<file path="config.mk">
export PLATFORM = sky130hd
export DESIGN_NAME = irq_fiq_router
export DESIGN_NICKNAME = d
export VERILOG_FILES = /design/src/rtl/irqr_pkg.sv /design/src/rtl/irqr_regs.sv /design/src/rtl/irqr_route.sv /design/src/rtl/irqr_rdmux.sv /design/src/rtl/irq_fiq_router.sv
export SDC_FILE = /design/constraint.sdc
export NUM_CORES = 1
export LEC_CHECK = 0
export BUFFER_PORTS_ARGS = -buffer_cell sky130_fd_sc_hd__buf_2
export CELL_PAD_IN_SITES_DETAIL_PLACEMENT = 1
export CELL_PAD_IN_SITES_GLOBAL_PLACEMENT = 1
export CORE_MARGIN = 8
export CORE_UTILIZATION = 41
export DETAILED_ROUTE_END_ITERATION = 10
export PLACE_DENSITY = 0.84
export SETUP_SLACK_MARGIN = 0.3
export SYNTH_ARGS = -nofsm -noshare
export SYNTH_HDL_FRONTEND = slang
export SYNTH_SLANG_ARGS = --single-unit
</file>
<file path="constraint.sdc">
create_clock -name clk -period 2.6 [get_ports clk]
set_clock_uncertainty 0.2 [all_clocks]
set_input_delay 0.13 -clock clk [delete_from_list [all_inputs] [get_ports clk]]
set_output_delay 0.13 -clock clk [all_outputs]
set_load 0.005 [all_outputs]
</file>
<file path="src/rtl/irqr_pkg.sv">
package irqr_pkg;

  localparam int unsigned OFS_RAW   = 0;
  localparam int unsigned OFS_MASK  = 1;
  localparam int unsigned OFS_ROUTE = 2;
  localparam int unsigned OFS_CTRL  = 3;
  localparam int unsigned OFS_IRQV  = 4;
  localparam int unsigned OFS_FIQV  = 5;

  typedef enum logic [2:0] {
    RS_RAW,
    RS_MASK,
    RS_ROUTE,
    RS_CTRL,
    RS_IRQV,
    RS_FIQV,
    RS_NONE
  } regsel_e;

  // Offset decode. Callers zero-extend their address to 16 bits.
  function automatic regsel_e sel_of(input logic [15:0] ofs);
    case (ofs)
      16'(OFS_RAW):   return RS_RAW;
      16'(OFS_MASK):  return RS_MASK;
      16'(OFS_ROUTE): return RS_ROUTE;
      16'(OFS_CTRL):  return RS_CTRL;
      16'(OFS_IRQV):  return RS_IRQV;
      16'(OFS_FIQV):  return RS_FIQV;
      default:        return RS_NONE;
    endcase
  endfunction

  // A register that software may change.
  function automatic logic sel_writable(input regsel_e s);
    return (s == RS_MASK) || (s == RS_ROUTE) || (s == RS_CTRL);
  endfunction

  // One lane of the router: a request passes when it is enabled and
  // steered to the requested line (fast = 1 selects the fast line).
  function automatic logic lane_pass(input logic req, input logic en,
                                     input logic steer, input logic fast);
    return req & en & (steer == fast);
  endfunction

endpackage

</file>
<file path="src/rtl/irqr_regs.sv">
module irqr_regs
  import irqr_pkg::*;
#(
  parameter int unsigned NSRC = 32
) (
  input  logic            clk,
  input  logic            rst_n,
  input  logic            wr_mask,
  input  logic            wr_route,
  input  logic            wr_ctrl,
  input  logic [NSRC-1:0] wdata,
  output logic [NSRC-1:0] mask_q,
  output logic [NSRC-1:0] route_q,
  output logic            ctrl_q
);

  always_ff @(posedge clk or negedge rst_n) begin
    if (!rst_n) begin
      mask_q  <= '0;
      route_q <= '0;
      ctrl_q  <= 1'b0;
    end else begin
      if (wr_mask)  mask_q  <= wdata;
      if (wr_route) route_q <= wdata;
      if (wr_ctrl)  ctrl_q  <= wdata[0];
    end
  end

endmodule

</file>
<file path="src/rtl/irqr_route.sv">
module irqr_route
  import irqr_pkg::*;
#(
  parameter int unsigned NSRC = 32
) (
  input  logic [NSRC-1:0] src,
  input  logic [NSRC-1:0] mask,
  input  logic [NSRC-1:0] route,
  output logic [NSRC-1:0] irq_vec,
  output logic [NSRC-1:0] fiq_vec,
  output logic            irq_any,
  output logic            fiq_any
);

  for (genvar i = 0; i < NSRC; i++) begin : g_lane
    assign irq_vec[i] = lane_pass(src[i], mask[i], route[i], 1'b0);
    assign fiq_vec[i] = lane_pass(src[i], mask[i], route[i], 1'b1);
  end

  assign irq_any = |irq_vec;
  assign fiq_any = |fiq_vec;

endmodule

</file>
<file path="src/rtl/irqr_rdmux.sv">
module irqr_rdmux
  import irqr_pkg::*;
#(
  parameter int unsigned NSRC = 32
) (
  input  regsel_e         sel,
  input  logic [NSRC-1:0] raw,
  input  logic [NSRC-1:0] mask,
  input  logic [NSRC-1:0] route,
  input  logic            ctrl,
  input  logic [NSRC-1:0] irq_vec,
  input  logic [NSRC-1:0] fiq_vec,
  output logic [NSRC-1:0] rdata
);

  localparam int unsigned PAD_W = NSRC - 1;

  always_comb begin
    case (sel)
      RS_RAW:   rdata = raw;
      RS_MASK:  rdata = mask;
      RS_ROUTE: rdata = route;
      RS_CTRL:  rdata = {{PAD_W{1'b0}}, ctrl};
      RS_IRQV:  rdata = irq_vec;
      RS_FIQV:  rdata = fiq_vec;
      default:  rdata = '0;
    endcase
  end

endmodule

</file>
<file path="src/rtl/irq_fiq_router.sv">
module irq_fiq_router
  import irqr_pkg::*;
#(
  parameter int unsigned NSRC   = 32,
  parameter int unsigned ADDR_W = 3
) (
  input  logic              clk,
  input  logic              rst_n,
  input  logic [NSRC-1:0]   src_req,
  input  logic [ADDR_W-1:0] reg_addr,
  input  logic              reg_wr,
  input  logic [NSRC-1:0]   reg_wdata,
  output logic [NSRC-1:0]   reg_rdata,
  output logic              irq_o,
  output logic              fiq_o
);

  // Named internal events, brought out for the checker.
  regsel_e         acc_sel;
  logic            wr_mask, wr_route, wr_ctrl, wr_dropped;
  logic [NSRC-1:0] mask_q, route_q;
  logic            ctrl_q;
  logic [NSRC-1:0] irq_vec, fiq_vec;

  assign acc_sel    = sel_of(16'(reg_addr));
  assign wr_mask    = reg_wr && (acc_sel == RS_MASK);
  assign wr_route   = reg_wr && (acc_sel == RS_ROUTE);
  assign wr_ctrl    = reg_wr && (acc_sel == RS_CTRL);
  assign wr_dropped = reg_wr && !sel_writable(acc_sel);

  irqr_regs #(.NSRC(NSRC)) u_regs (
    .clk     (clk),
    .rst_n   (rst_n),
    .wr_mask (wr_mask),
    .wr_route(wr_route),
    .wr_ctrl (wr_ctrl),
    .wdata   (reg_wdata),
    .mask_q  (mask_q),
    .route_q (route_q),
    .ctrl_q  (ctrl_q)
  );

  irqr_route #(.NSRC(NSRC)) u_route (
    .src    (src_req),
    .mask   (mask_q),
    .route  (route_q),
    .irq_vec(irq_vec),
    .fiq_vec(fiq_vec),
    .irq_any(irq_o),
    .fiq_any(fiq_o)
  );

  irqr_rdmux #(.NSRC(NSRC)) u_rdmux (
    .sel    (acc_sel),
    .raw    (src_req),
    .mask   (mask_q),
    .route  (route_q),
    .ctrl   (ctrl_q),
    .irq_vec(irq_vec),
    .fiq_vec(fiq_vec),
    .rdata  (reg_rdata)
  );

endmodule

</file>
==> impl_metrics.csv, run 1 <==
group,metric,value,unit
floorplan,dieArea,14680,um2
global_routing,grt_max_degree,66,
yosys,synth_xor_area_frac,0,
sta,relSlewSlack,0.4189,
sta,hold_slack,206.4,ps
cells_and_area,drive_gt1_frac,0.3516,
sta,setup_viol,0,
setup_path,start_kind,"input port",
worst_hold_path,min_path_type,"in -> reg",
setup_path,critPathKind,"in -> out",
yosys,post-synth-top-area-cell,"dfrtp_1",
setup_path,crit_path_max_fanout,7,
cells_and_area,utilization,0.5807,
cts,cts_root_buffer,"clkbuf_8",
floorplan,die_h,121.2,um
yosys,synth_cells,494,
floorplan,die_x,121.2,um
yosys,synth_edf_count,0,
floorplan,start_util,0.4200,
yosys,ys_warn_count,0,
sta,tns,0,ps
sta,fin_crit,2361,ps
cells_and_area,fin_area,6267,um2
setup_path,crit_path_start,"reg_addr[2]",
power_and_ir_drop,p_per_area,614.4,nW/um2
setup_path,cp.required,2270,ps
routing,drt_wl_total,18950,um
cells_and_area,fin_nets,706,
yosys,postSynthAreaPerCell,9.176,um2
sta,finalCritPeriodShare,0.9082,
global_routing,grt_pass1_vias,5138,
cells_and_area,final_cells,780,
placement,dp_cells,720,
power_and_ir_drop,p_leak,2.517,nW
yosys,synthMuxAreaShare,0.1637,
yosys,synthArstFlopShare,1.000,
sta,max_freq,0.4235,GHz
placement,port_buffers,103,
routing,via_count,4941,
yosys,syn-num-nets,565,
yosys,synth.most_common_cell,"nand2_1",
setup_path,rr_startpoint,"u_regs.route_q[21]$_DFFE_PN0P_",
cts,cts.sinks,65,
yosys,synth_fa_ha_area_frac,0.002760,
power_and_ir_drop,total_power,3.851,mW
global_routing,grt_first_pass_wirelength,27180,um
yosys,synth_top_family_by_area,"compound AO/OA/AOI/OAI gates",
global_routing,antenna_found_initial,0,
placement,place_ws,187.7,ps
cts,cts_made_buffers,9,
floorplan,pin_count,104,
sta,slew_violations,0,
yosys,synth-simple-area-share,0.2092,
cells_and_area,num-fill-cells,1208,
setup_path,end_kind,"output pin",
routing,drt_iter0_markers,345,
cells_and_area,n_antenna_cell,0,
global_routing,grt_usage,0.2328,
yosys,ys.flop_type,"dfrtp_1",
routing,drt-pass1-iter-count,5,
sta,grt_setup_unrepaired,"true",
routing,ant_nets,0,
setup_path,crit_arrival,2030,ps
cts,path_clk_slew,80,ps
yosys,netlist_top_cells_area,"dfrtp_1, mux2_1, mux2_2, nand2_1, a221oi_1",
yosys,synth_area,4533,um2
power_and_ir_drop,peakVddDrop,379.1,uV
flow_run,drv_cap,0,
sta,finalWorstSetupSlack,238.8,ps
routing,wl_per_cell,24.29,um
routing,viasPerCell,6.335,
worst_hold_path,min_from,"reg_wr",
placement,dpl_cell_area,5226,um2
floorplan,core,10790,um2
routing,drc,0,
global_routing,gr-total-overflow,0,
yosys,synth_seq_area_share,0.3588,
sta,hold_viol_final,0,
cts,cts.htree.levels,3,
yosys,synth_compound_area_frac,0.2261,
cts,cts_max_path_buffers,2,
cells_and_area,area_growth,38.26,%
placement,hpwlAfterDp,11120,um
cts,clock_latency,350,ps
floorplan,rows,38,
sta,max_slew.worst_pin.slew,871.7,ps
yosys,synth_seq_cells,65,
yosys,yosys-top-cells-count,"nand2_1, dfrtp_1, mux2_1, nand3_1, mux2_2",
yosys,yosys.area.top_type_share,0.3588,
yosys,ys_types,37,
cts,cts_tree,"yes",
placement,gp_congestion,0.8198,
outcome,outcome,"complete, no violations",
==> cells by family (layout without fill, tap and decap cells) <==
group	Yosys count	after routing
AO/OA/AOI/OAI	143	143
adder cells (fa/ha/maj)	1	1
buffers and inverters	33	179
flip-flops	65	65
multiplexers	66	66
AND/OR/NAND/NOR	186	186
==> critical path: stages <==
cell and delay [ps]:
buf_6 110, nand2b_4 140, ha_4 150, or3b_4 430
nor2_8 160, buf_8 160, clkbuf_16 170, a22oi_2 70
a221oi_2 330, buf_2 180
==> registers in the layout, summed over array words and instances, names as in the netlist <==
name and flops:
u_regs.route_q 32, u_regs.ctrl_q 1, u_regs.mask_q 32
==> worst paths after layout <==
check                      depth (start not counted)  slack, ps                             end
hold / removal                                     4        210       u_regs.ctrl_q$_DFFE_PN0P_
setup / recovery                                  10        240                   reg_rdata[24]
max in group asynchronous                          3       1320   u_regs.route_q[2]$_DFFE_PN0P_
min in group asynchronous                          3        320   u_regs.mask_q[22]$_DFFE_PN0P_
setup reg to reg                                   1       1460  u_regs.route_q[21]$_DFFE_PN0P_
hold reg to reg                                    1        350       u_regs.ctrl_q$_DFFE_PN0P_
==> timing repair <==
item                       4_1_cts  5_1_grt
setup endpoints to repair       12       30
hold buffers                    33        0
pin swaps                        1       16
buffers inserted                 0        7
gates resized for setup          7       53
hold endpoints to repair       130        0
gates cloned                     0        4
==> power breakdown <==
| group | total, mW | internal (mW) | switching (mW) | leakage (nW) |
|---|---|---|---|---|
| clock | 1.17 | 0.736 | 0.439 | 0.130 |
| sequential | 1.63 | 1.25 | 0.380 | 0.791 |
| combinational | 1.05 | 0.511 | 0.535 | 1.60 |
| total | 3.85 | 2.50 | 1.35 | 2.52 |
==> cell usage in the layout, fill, tap and decap left out, drive strengths merged <==
cell / instances
a21boi: 30
mux2i: 1
nand4: 9
nor3b: 30
nor2: 7
dfrtp: 65
o22a: 1
a221oi: 30
nand3b: 3
nand2: 93
nor4: 5
nor4bb: 1
mux2: 65
inv: 1
o2111ai: 1
clkinvlp: 1
a22oi: 30
or3b: 1
a21oi: 2
nand3: 33
nand2b: 2
clkbuf: 12
a22o: 1
ha: 1
o21ai: 30
a222oi: 1
nor3: 2
bufinv: 4
clkinv: 1
a21bo: 2
dlygate4sd3: 33
buf: 127
o22ai: 14
a211oi: 1
==> metal layers <==
metal | GRT usage | wire length (um) | vias to the layer above | part of all wire
met4 | 0.1133 | 678 | 0 | 0.036
met2 | 0.3851 | 9303 | 244 | 0.49
met1 | 0.2806 | 7640 | 2470 | 0.40
met5 | 0 | 0 | - | 0
met3 | 0.05258 | 1322 | 48 | 0.070
li1 | - | - | 2179 | -
==> final cells by class <==
class / count / area, um2 / share of cell area
clock buffers: 9 / 123.9 / 0.01976
repair buffers: 163 / 1214 / 0.1937
clock inverters: 7 / 141.4 / 0.02256
well taps: 140 / 175.2 / 0.02795
flip-flops and latches: 65 / 1627 / 0.2595
multi-input cells: 396 / 2987 / 0.4765
Power figures use the tool's default switching activity.
==> run 2: changes to the inputs <==
CORE_ASPECT_RATIO = 1.1   (was unset)
MAX_ROUTING_LAYER = met4   (was unset)
==> run 2 against run 1 <==
Effect of this change: sequential cell count is the same; total power grew 1.5%; worst hold slack got worse by 49 ps; sequential power about the same; worst setup slack better by 59 ps; utilization shrank 0.59 points; die area about the same; sequential share of layout area up 0.10 points; combinational power about the same; clock-buffer cell count grew 4; final cell count increased by 0.51%; maximum frequency grew 2.6%.
==> impl_metrics.csv, run 2 (synthesis results as in run 1) <==
group,metric,value,unit
sta,tns,0,ps
cells_and_area,n_antenna_cell,0,
routing,wl_per_cell,24.01,um
power_and_ir_drop,intPower,2.524,mW
power_and_ir_drop,p_switching,1.385,mW
setup_path,rr_startpoint,"u_regs.route_q[7]$_DFFE_PN0P_",
setup_path,worst-path-buf-inv,1,
sta,slew_violations,0,
setup_path,worstPathCellList,"nand3_1 -> nand4_1 -> nor4_1 -> nand2_1 -> buf_2",
global_routing,antenna_found_initial,0,
routing,drc,0,
sta,max_freq,0.4343,GHz
setup_path,r2r_cells,1,
sta,setup_viol,0,
cells_and_area,mostFrequentLayoutCells,"buf_2, nand2_1, dfrtp_1",
placement,port_buffers,103,
cts,cts_root_buffer,"clkbuf_16",
setup_path,reg2reg_slack,1450,ps
cts,cts.htree.levels,3,
sta,max_slew.worst_pin.slew,656.1,ps
cts,cts.sinks,65,
flow_run,drv_cap,0,
cts,clock_latency,340,ps
routing,drt-pass1-iter-count,5,
cts,cts_tree,"yes",
setup_path,cp.required,2270,ps
sta,fin_crit,2302,ps
placement,hpwlAfterDp,11460,um
routing,via_count,4941,
cells_and_area,multi_input_area,2943,um2
placement,gp_congestion,0.8190,
cells_and_area,fin_nets,703,
sta,finalCritPeriodShare,0.8856,
setup_path,end_kind,"output pin",
power_and_ir_drop,peakVddDrop,479.5,uV
sta,grt_setup_unrepaired,"true",
cts,cts_made_buffers,9,
setup_path,crit_path_max_fanout,7,
floorplan,rows,40,
setup_path,r2r-end,"u_regs.route_q[7]$_DFFE_PN0P_",
setup_path,slowest_delay,480,ps
global_routing,grt_usage,0.2370,
floorplan,start_util,0.4174,
setup_path,critPathKind,"reg -> out",
power_and_ir_drop,seqPwrFrac,0.419,
sta,hold_slack,157.9,ps
floorplan,pin_count,104,
worst_hold_path,min_path_type,"in -> async",
cells_and_area,drive_gt1_frac,0.3344,
setup_path,cp.depth,5,
power_and_ir_drop,p_comb_frac,0.264,
power_and_ir_drop,p_leak,2.514,nW
setup_path,crit_path_start,"u_regs.route_q[7]$_DFFE_PN0P_",
power_and_ir_drop,swShare,0.3544,
floorplan,core,10860,um2
cells_and_area,final_common_cell,"buf_2",
sta,relSlewSlack,0.5626,
routing,ant_nets,0,
global_routing,grt_first_pass_wirelength,26280,um
global_routing,gr-total-overflow,0,
routing,drt_iter0_markers,400,
global_routing,grt_max_degree,48,
setup_path,start_kind,"register",
sta,hold_viol_final,0,
cells_and_area,regArea,1627,um2
routing,viasPerCell,6.302,
floorplan,die_x,116.3,um
setup_path,crit_arrival,1970,ps
power_and_ir_drop,p_per_area,626.2,nW/um2
cts,cts_max_path_buffers,2,
routing,drt_wl_total,18820,um
floorplan,dieArea,14680,um2
cts,path_clk_slew,60,ps
setup_path,critPathSlowestCell,"dfrtp_1",
power_and_ir_drop,clkPwrFrac,0.317,
cells_and_area,reg.largest.list,"u_regs.mask_q (32), u_regs.route_q (32), u_regs.ctrl_q (1)",
outcome,outcome,"complete, no violations",
cells_and_area,area_growth,37.70,%
global_routing,grt_pass1_vias,4965,
setup_path,cp_top_family,"simple AND/OR/NAND/NOR gates",
cells_and_area,num-fill-cells,1263,
floorplan,die_h,126.3,um
[run 2: layout make-up]
cell class	instances	area share
Clock buffer	13	0.04009
Clock inverter	3	0.006414
Multi-Input combinational cell	396	0.4714
Sequential cell	65	0.2606
Tap cell	147	0.02946
Timing Repair Buffer	160	0.1920
[run 2: worst max path at each step]
stage                         end
finish                      fiq_o
global route        reg_rdata[21]
CTS                  reg_rdata[9]
detailed placement   reg_rdata[4]
global placement    reg_rdata[29]
floorplan           reg_rdata[10]
[run 2: per-stage QoR]
stage,instances,cell area [um2],setup WS [ps],power [mW],util
final,784,6242,297.5,3.909,0.5748
after global routing,784,6242,237.5,4.063,0.5748
after CTS,777,5888,250.5,3.768,0.5422
after detailed placement,727,5235,201.0,2.497,0.4820
after global placement,727,5235,234.1,2.425,0.4820
after floorplan,494,4533,302.0,2.080,-
[run 2: repair_timing]
action | CTS | global route
gates cloned | 0 | 5
setup buffers | 1 | 2
pin swaps | 1 | 19
resized for setup | 4 | 39
endpoints found under the hold margin | 87 | 0
hold buffers | 33 | 0
setup endpoints to repair | 19 | 25
[run 2: power by group through the flow]
stage                     Combinational, mW  Clock (mW)  Sequential (mW)
after global routing                   1.11        1.28             1.67
after floorplan                       0.569           0             1.51
final                                  1.03        1.24             1.64
after detailed placement              0.885           0             1.61
after CTS                             0.938        1.23             1.60
after global placement                0.841           0             1.58
[run 2: metal layers]
metal  GRT usage  share of wire
met4     0.09855          0.045
met5           -              0
met2      0.3911           0.49
met3     0.04111          0.061
met1      0.2771           0.40
